File: config.mk
export PLATFORM = sky130hd
export DESIGN_NAME = chg_safety_timer
export DESIGN_NICKNAME = d
export VERILOG_FILES = /design/src/rtl/chg_timer_pkg.sv /design/src/rtl/chg_restart_events.sv /design/src/rtl/chg_phase_counter.sv /design/src/rtl/chg_thresh_map.sv /design/src/rtl/chg_safety_timer.sv
export SDC_FILE = /design/constraint.sdc
export NUM_CORES = 1
export LEC_CHECK = 0
export BUFFER_PORTS_ARGS = -buffer_cell sky130_fd_sc_hd__buf_2
export CELL_PAD_IN_SITES_DETAIL_PLACEMENT = 1
export CELL_PAD_IN_SITES_GLOBAL_PLACEMENT = 1
export CORE_MARGIN = 1.5
export CORE_UTILIZATION = 40
export CTS_CLUSTER_SIZE = 14
export DETAILED_ROUTE_END_ITERATION = 12
export GPL_TIMING_DRIVEN = 0
export PLACE_DENSITY = 0.82
export SLEW_MARGIN = 15
export SYNTH_ARGS = -nofsm -noshare
export SYNTH_HDL_FRONTEND = slang
export SYNTH_HIERARCHICAL = 1
export SYNTH_SLANG_ARGS = --single-unit
File: constraint.sdc
create_clock -name clk -period 3.2 [get_ports clk]
set_input_delay 0.32 -clock clk [delete_from_list [all_inputs] [get_ports clk]]
set_output_delay 0.32 -clock clk [all_outputs]
set_load 0.01 [all_outputs]
File: src/rtl/chg_timer_pkg.sv
// Shared encodings for the charge safety timer.
// Assumes the charger drives the phase code and the termination select directly.
package chg_timer_pkg;

    typedef enum logic [1:0] {
        PH_PAUSE = 2'd0,
        PH_PREQ  = 2'd1,
        PH_RATE  = 2'd2,
        PH_CV    = 2'd3
    } chg_phase_e;

    typedef enum logic [1:0] {
        TERM_4V10 = 2'd0,
        TERM_4V20 = 2'd1,
        TERM_4V38 = 2'd2,
        TERM_RSVD = 2'd3
    } term_sel_e;

    typedef enum logic [1:0] {
        THR_3V90 = 2'd0,
        THR_4V00 = 2'd1,
        THR_4V20 = 2'd2
    } thr_sel_e;

endpackage

File: src/rtl/chg_restart_events.sv
// Detects the restart events from the level inputs and issues the maintenance restart request.
// Assumes the inputs are already synchronous to clk. Previous-value registers clear to 0,
// so power that is present at reset release produces one harmless restart.
module chg_restart_events (
    input  logic clk,
    input  logic rst_n,
    input  logic chg_en_i,
    input  logic usb_pwr_i,
    input  logic adp_pwr_i,
    input  logic src_usb_i,
    input  logic tsd_i,
    input  logic btemp_bad_i,
    input  logic usb_susp_i,
    input  logic batt_full_i,
    input  logic below_rst_i,
    output logic restart_o,
    output logic restart_req_o
);
    logic pwr_any, pwr_q, src_q, en_q, tsd_q, btemp_q, susp_q, maint_q, req_q;
    logic ev_power, ev_swap, ev_enable, ev_tsd, ev_temp, ev_susp, maint, ev_maint;

    // Qualify each edge against the conditions under which it counts as a restart.
    always_comb begin
        pwr_any   = usb_pwr_i | adp_pwr_i;
        ev_power  = pwr_any & ~pwr_q;
        ev_swap   = pwr_any & pwr_q & (src_usb_i ^ src_q);
        ev_enable = chg_en_i & ~en_q;
        ev_tsd    = ~tsd_i & tsd_q;
        ev_temp   = ~btemp_bad_i & btemp_q & chg_en_i;
        ev_susp   = ~usb_susp_i & susp_q & src_usb_i & usb_pwr_i;
        maint     = batt_full_i & pwr_any & chg_en_i & below_rst_i;
        ev_maint  = maint & ~maint_q;
        restart_o = ev_power | ev_swap | ev_enable | ev_tsd | ev_temp | ev_susp | ev_maint;
    end

    // Hold last-cycle levels for edge detection and register the request pulse.
    always_ff @(posedge clk) begin
        if (!rst_n) begin
            pwr_q   <= 1'b0;
            src_q   <= 1'b0;
            en_q    <= 1'b0;
            tsd_q   <= 1'b0;
            btemp_q <= 1'b0;
            susp_q  <= 1'b0;
            maint_q <= 1'b0;
            req_q   <= 1'b0;
        end else begin
            pwr_q   <= pwr_any;
            src_q   <= src_usb_i;
            en_q    <= chg_en_i;
            tsd_q   <= tsd_i;
            btemp_q <= btemp_bad_i;
            susp_q  <= usb_susp_i;
            maint_q <= maint;
            req_q   <= ev_maint;
        end
    end

    assign restart_req_o = req_q;


    req_single_chk: assert property (@(posedge clk) disable iff (!rst_n)
        restart_req_o |=> !restart_req_o);


    enable_restart_chk: assert property (@(posedge clk) disable iff (!rst_n)
        (chg_en_i && !en_q) |-> restart_o);

endmodule

File: src/rtl/chg_phase_counter.sv
// Elapsed-time counter with a per-phase limit, a sticky timeout flag and an interrupt pulse.
// Assumes tick_i is a one-cycle pulse. A restart has priority over counting.
module chg_phase_counter
    import chg_timer_pkg::*;
#(
    parameter int PREQ_LIMIT  = 3600,
    parameter int TOTAL_LIMIT = 36000,
    parameter int CNT_W       = 16
) (
    input  logic       clk,
    input  logic       rst_n,
    input  logic       tick_i,
    input  logic [1:0] phase_i,
    input  logic       chg_en_i,
    input  logic       restart_i,
    output logic       timeout_o,
    output logic       irq_o
);
    localparam logic [CNT_W-1:0] PREQ_LIM  = CNT_W'(PREQ_LIMIT);
    localparam logic [CNT_W-1:0] TOTAL_LIM = CNT_W'(TOTAL_LIMIT);

    chg_phase_e       ph;
    logic [CNT_W-1:0] cnt_q, cnt_nxt, limit;
    logic             timeout_q, irq_q, step, hit;

    assign ph = chg_phase_e'(phase_i);

    // Decide whether this cycle counts and whether it reaches the phase limit.
    always_comb begin
        step    = tick_i && (ph != PH_PAUSE) && chg_en_i && !timeout_q;
        cnt_nxt = cnt_q + 1'b1;
        limit   = (ph == PH_PREQ) ? PREQ_LIM : TOTAL_LIM;
        hit     = step && (cnt_nxt >= limit);
    end

    // Advance the count, latch the timeout and pulse the interrupt.
    always_ff @(posedge clk) begin
        if (!rst_n) begin
            cnt_q     <= '0;
            timeout_q <= 1'b0;
            irq_q     <= 1'b0;
        end else if (restart_i) begin
            cnt_q     <= '0;
            timeout_q <= 1'b0;
            irq_q     <= 1'b0;
        end else begin
            irq_q <= hit;
            if (step) cnt_q <= cnt_nxt;
            if (hit) timeout_q <= 1'b1;
        end
    end

    assign timeout_o = timeout_q;
    assign irq_o     = irq_q;


    irq_pulse_chk: assert property (@(posedge clk) disable iff (!rst_n)
        irq_q |=> !irq_q);


    cnt_bound_chk: assert property (@(posedge clk) disable iff (!rst_n)
        cnt_q <= TOTAL_LIM);


    freeze_chk: assert property (@(posedge clk) disable iff (!rst_n)
        (!tick_i && !restart_i) |=> $stable(cnt_q));


    sticky_chk: assert property (@(posedge clk) disable iff (!rst_n)
        (timeout_q && !restart_i) |=> (timeout_q && !irq_q && $stable(cnt_q)));


    restart_clear_chk: assert property (@(posedge clk) disable iff (!rst_n)
        restart_i |=> (cnt_q == '0 && !timeout_q));

endmodule

File: src/rtl/chg_thresh_map.sv
// Maps the termination-voltage select to the restart-threshold select for the comparator.
// Assumes the reserved select code behaves like the 4.2 V setting.
module chg_thresh_map
    import chg_timer_pkg::*;
(
    input  logic [1:0] vterm_sel_i,
    output logic [1:0] thr_sel_o
);
    thr_sel_e thr;

    // Translate termination setting to its restart threshold.
    always_comb begin
        case (term_sel_e'(vterm_sel_i))
            TERM_4V10: thr = THR_3V90;
            TERM_4V20: thr = THR_4V00;
            TERM_4V38: thr = THR_4V20;
            default:   thr = THR_4V00;
        endcase

        thr_range_chk: assert (thr != 2'd3);
    end

    assign thr_sel_o = thr;

endmodule

File: src/rtl/chg_safety_timer.sv
// Top of the charge safety timer: restart event detection, phase-limited counter, threshold map.
// Assumes all inputs are synchronous to clk and tick_i marks one time unit.
module chg_safety_timer #(
    parameter int TICKS_PER_HOUR = 3600,
    parameter int PREQ_HOURS     = 1,
    parameter int TOTAL_HOURS    = 10
) (
    input  logic       clk,
    input  logic       rst_n,
    input  logic       tick_i,
    input  logic [1:0] phase_i,
    input  logic       chg_en_i,
    input  logic       usb_pwr_i,
    input  logic       adp_pwr_i,
    input  logic       src_usb_i,
    input  logic       tsd_i,
    input  logic       btemp_bad_i,
    input  logic       usb_susp_i,
    input  logic       batt_full_i,
    input  logic       below_rst_i,
    input  logic [1:0] vterm_sel_i,
    output logic       timeout_o,
    output logic       irq_o,
    output logic       restart_req_o,
    output logic [1:0] thr_sel_o
);
    localparam int PREQ_LIMIT  = PREQ_HOURS * TICKS_PER_HOUR;
    localparam int TOTAL_LIMIT = TOTAL_HOURS * TICKS_PER_HOUR;
    localparam int CNT_W       = $clog2(TOTAL_LIMIT + 1);

    logic restart;

    chg_restart_events u_events (
        .clk           (clk),
        .rst_n         (rst_n),
        .chg_en_i      (chg_en_i),
        .usb_pwr_i     (usb_pwr_i),
        .adp_pwr_i     (adp_pwr_i),
        .src_usb_i     (src_usb_i),
        .tsd_i         (tsd_i),
        .btemp_bad_i   (btemp_bad_i),
        .usb_susp_i    (usb_susp_i),
        .batt_full_i   (batt_full_i),
        .below_rst_i   (below_rst_i),
        .restart_o     (restart),
        .restart_req_o (restart_req_o)
    );

    chg_phase_counter #(
        .PREQ_LIMIT  (PREQ_LIMIT),
        .TOTAL_LIMIT (TOTAL_LIMIT),
        .CNT_W       (CNT_W)
    ) u_counter (
        .clk       (clk),
        .rst_n     (rst_n),
        .tick_i    (tick_i),
        .phase_i   (phase_i),
        .chg_en_i  (chg_en_i),
        .restart_i (restart),
        .timeout_o (timeout_o),
        .irq_o     (irq_o)
    );

    chg_thresh_map u_thresh (
        .vterm_sel_i (vterm_sel_i),
        .thr_sel_o   (thr_sel_o)
    );


    req_restarts_chk: assert property (@(posedge clk) disable iff (!rst_n)
        restart_req_o |-> !timeout_o);

endmodule

==> flow_metrics.env <==
export IMPL_port_buffers=20
export IMPL_clkTransAtPathRegs_ns=0.09
export IMPL_seqPwrFrac=0.507
export IMPL_cts_root_buf="clkbuf_8"
export IMPL_yosys_area_share_simple=0.2989
export IMPL_htreeDepth=1
export IMPL_via_count=1402
export IMPL_clk_latency_ns=0.27
export IMPL_r2r_start="u_counter/cnt_q[0]"
export IMPL_fp_row_count=22
export IMPL_synth_mux_area_frac=0
export IMPL_tightestPinTransition_ns=0.5264
export IMPL_drive_above_1_share=0.1836
export IMPL_layout_commonest_cell="dfxtp_1"
export IMPL_grt_ovfl_total=0
export IMPL_vdd_ir_drop_max_uv=232.2
export IMPL_setup_viol=0
export IMPL_antennaDiodeCount=0
export IMPL_ys_flop_type="dfxtp_1"
export IMPL_intPower_mw=0.5153
export IMPL_seqCellArea_um2=520.5
export IMPL_cp_max_fo=7
export IMPL_setup_slack_ns=0.2115
export IMPL_n_fill_cell=463
export IMPL_max_slew_margin=0.6491
export IMPL_via_per_inst=5.498
export IMPL_grt_pass1_vias=1407
export IMPL_finalCritPeriodShare=0.9339
export IMPL_clock_sinks=26
export IMPL_clkPwrFrac=0.422
export IMPL_wl_per_cell_um=14.54
export IMPL_multiInputGateArea_um2=937.1
export IMPL_rsz0062_at_grt="false"
export IMPL_cts_tree="yes"
export IMPL_cp_start_kind="register"
export IMPL_synthAdderAreaFrac=0.05747
export IMPL_rr_endpoint="u_counter/timeout_o"
export IMPL_clock_fmax_ghz=0.3346
export IMPL_syn_inst=183
export IMPL_power_switching_mw=0.1360
export IMPL_cts_resized=0
export IMPL_synth_xor_area_share=0.1149
export IMPL_crit_end="u_counter/timeout_o"
export IMPL_syn_area_mm2=0.001524
export IMPL_fp_dieW_um=64.73
export IMPL_leakage_nw=0.6405
export IMPL_reg2reg_depth=9
export IMPL_grt_pass1_wl_um=6375
export IMPL_synth_seq_cells=26
export IMPL_hp_class="in -> reg"
export IMPL_final_setup_tns_ns=0
export IMPL_dp_hpwl_um=2782
export IMPL_ioPinCount=21
export IMPL_gp_congestion=0.8186
export IMPL_async_flop_share=0
export IMPL_grt_total_usage=0.1959
export IMPL_arrival_ns=3.14
export IMPL_initial_core_util=0.4163
export IMPL_fin_crit_ns=2.988
export IMPL_worstSetupPathType="reg -> reg"
export IMPL_power_frac_comb=0.071
export IMPL_layout_common_cells="dfxtp_1 (26), nor2_1 (23), buf_2 (21)"
export IMPL_firstDrtPassIters=4
export IMPL_maxCapViolations=0
export IMPL_syn_area_per_cell_um2=8.328
export IMPL_cp_startpoint="u_counter/cnt_q[0]"
export IMPL_holdBufCountCts=0
export IMPL_grt_max_degree=16
export IMPL_die_y_um=64.73
export IMPL_drt_initial_drc_count=42
export IMPL_synth_edf_count=0
export IMPL_hold_violations=0
export IMPL_ys_seq_area_frac=0.3415
export IMPL_synth_top_family_by_area="simple AND/OR/NAND/NOR gates"
export IMPL_postCtsSetupBuffers=0
export IMPL_power_per_cell_area_mw_per_mm2=370.5
export IMPL_cts_buffer_depth=2
export IMPL_status="completed"
export IMPL_pre_cts_slack_ns=0.2426
export IMPL_drcViolationCount=0
export IMPL_ys_warn_count=6
export IMPL_wirelength_um=3707
export IMPL_synth_distinct_cells=44
export IMPL_switching_share=0.2089
export IMPL_yosysTopAreaCell="dfxtp_1"
export IMPL_fin_skew_ns=0.003284
export IMPL_die_area_mm2=0.004189
export IMPL_cp_data_required_time_ns=3.36
export IMPL_synth_compound_area_frac=0.1420
export IMPL_fp_coreArea_mm2=0.003661
export IMPL_synthTopCellsByArea="dfxtp_1 (34%), xnor2_1 (6.3%), nor2_1 (5.9%)"
export IMPL_worstSetupEndpointType="register"
export IMPL_nets=231
export IMPL_cts_buffers=3
export IMPL_synth_fp_nets=206
export IMPL_synth_top_cell_area_share=0.3415
export IMPL_r2r_setup_slack_ns=0.21
export IMPL_syn_to_final_growth_pct=15.35
export IMPL_grt_antenna_before_repair=0
export IMPL_drv_slew=0
export IMPL_ant_nets=0
[logic make-up after synthesis]
family / count (synthesis)
AO/OA/AOI/OAI: 26
XOR/XNOR: 20
adder cells (fa/ha/maj): 7
buffers and inverters: 18
flip-flops: 26
AND/OR/NAND/NOR: 86
[sequential cells by signal (all words and copies together) (netlist names)]
signal and cells:
u_counter/cnt_q 16, u_counter/irq_o 1, u_counter/timeout_o 1, u_events/btemp_q 1, u_events/en_q 1, u_events/maint_q 1, u_events/pwr_q 1, u_events/restart_req_o 1
u_events/src_q 1, u_events/susp_q 1, u_events/tsd_q 1
[how the worst min path moves through the flow]
stage | cells past startpoint | from | end
detailed placement | 1 | u_events/maint_q | u_events/restart_req_o
CTS | 2 | btemp_bad_i | u_events/btemp_q
global route | 2 | btemp_bad_i | u_events/btemp_q
floorplan | 1 | u_events/maint_q | u_events/restart_req_o
global placement | 1 | u_events/maint_q | u_events/restart_req_o
finish | 2 | btemp_bad_i | u_events/btemp_q
[cell type report]
class,instances,share of cell area
clock inverters,1,0.01708
multi-input cells,139,0.5331
flip-flops and latches,26,0.2961
well taps,48,0.03416
inverters,10,0.02135
plain buffers,8,0.01779
clock buffers,3,0.02349
repair buffers,20,0.05694
[power by group through the flow]
| stage | clock (mW) | sequential (mW) | combinational [mW] |
|---|---|---|---|
| floorplan | 0 | 0.337 | 0.0250 |
| global placement | 0 | 0.338 | 0.0448 |
| detailed placement | 0 | 0.338 | 0.0461 |
| CTS | 0.280 | 0.330 | 0.0465 |
| global route | 0.298 | 0.331 | 0.0527 |
| finish | 0.275 | 0.330 | 0.0464 |
[synth_stat cells, types with 2 or more instances]
library cell  instances
dfxtp_1              26
ha_1                  7
o211ai_1              2
nor3_1                5
nand2_1              11
clkbuf_1              7
xnor2_1              11
nor4_1                5
nand4_1               5
nand3_1              11
or3_1                 4
or2_2                 3
xor2_1                9
inv_1                10
and2_1                4
o21ai_0               7
a21oi_1               4
nand2b_1              3
nor2_1               24
[metrics by stage]
stage	total power, mW	util	instances	hold slack, ns	cell area, um2
after floorplan	0.3624	-	183	0.4010	1524
after global placement	0.3824	0.4600	251	0.4168	1684
after detailed placement	0.3839	0.4600	251	0.4203	1684
after CTS	0.6570	0.4795	255	0.2524	1755
after global routing	0.6817	0.4802	255	0.2507	1758
final	0.6513	0.4802	255	0.2528	1758
[layer usage]
metal,part of all wire,vias to the layer above,track usage
met5,0,-,0
met4,0.015,0,0.07713
met3,0.022,7,0.02951
met2,0.49,18,0.3247
met1,0.47,690,0.2549
li1,-,687,-
[worst max-delay path: stages, from the launching register on]
cell,delay [ns]
dfxtp_1,0.51
nand4_2,0.27
nor2_2,0.28
nand3_1,0.12
xnor2_1,0.15
ha_1,0.35
o311a_1,0.14
or4_1,0.49
o32ai_2,0.39
o221ai_2,0.15
No activity file was read; power rests on OpenSTA's default activity.
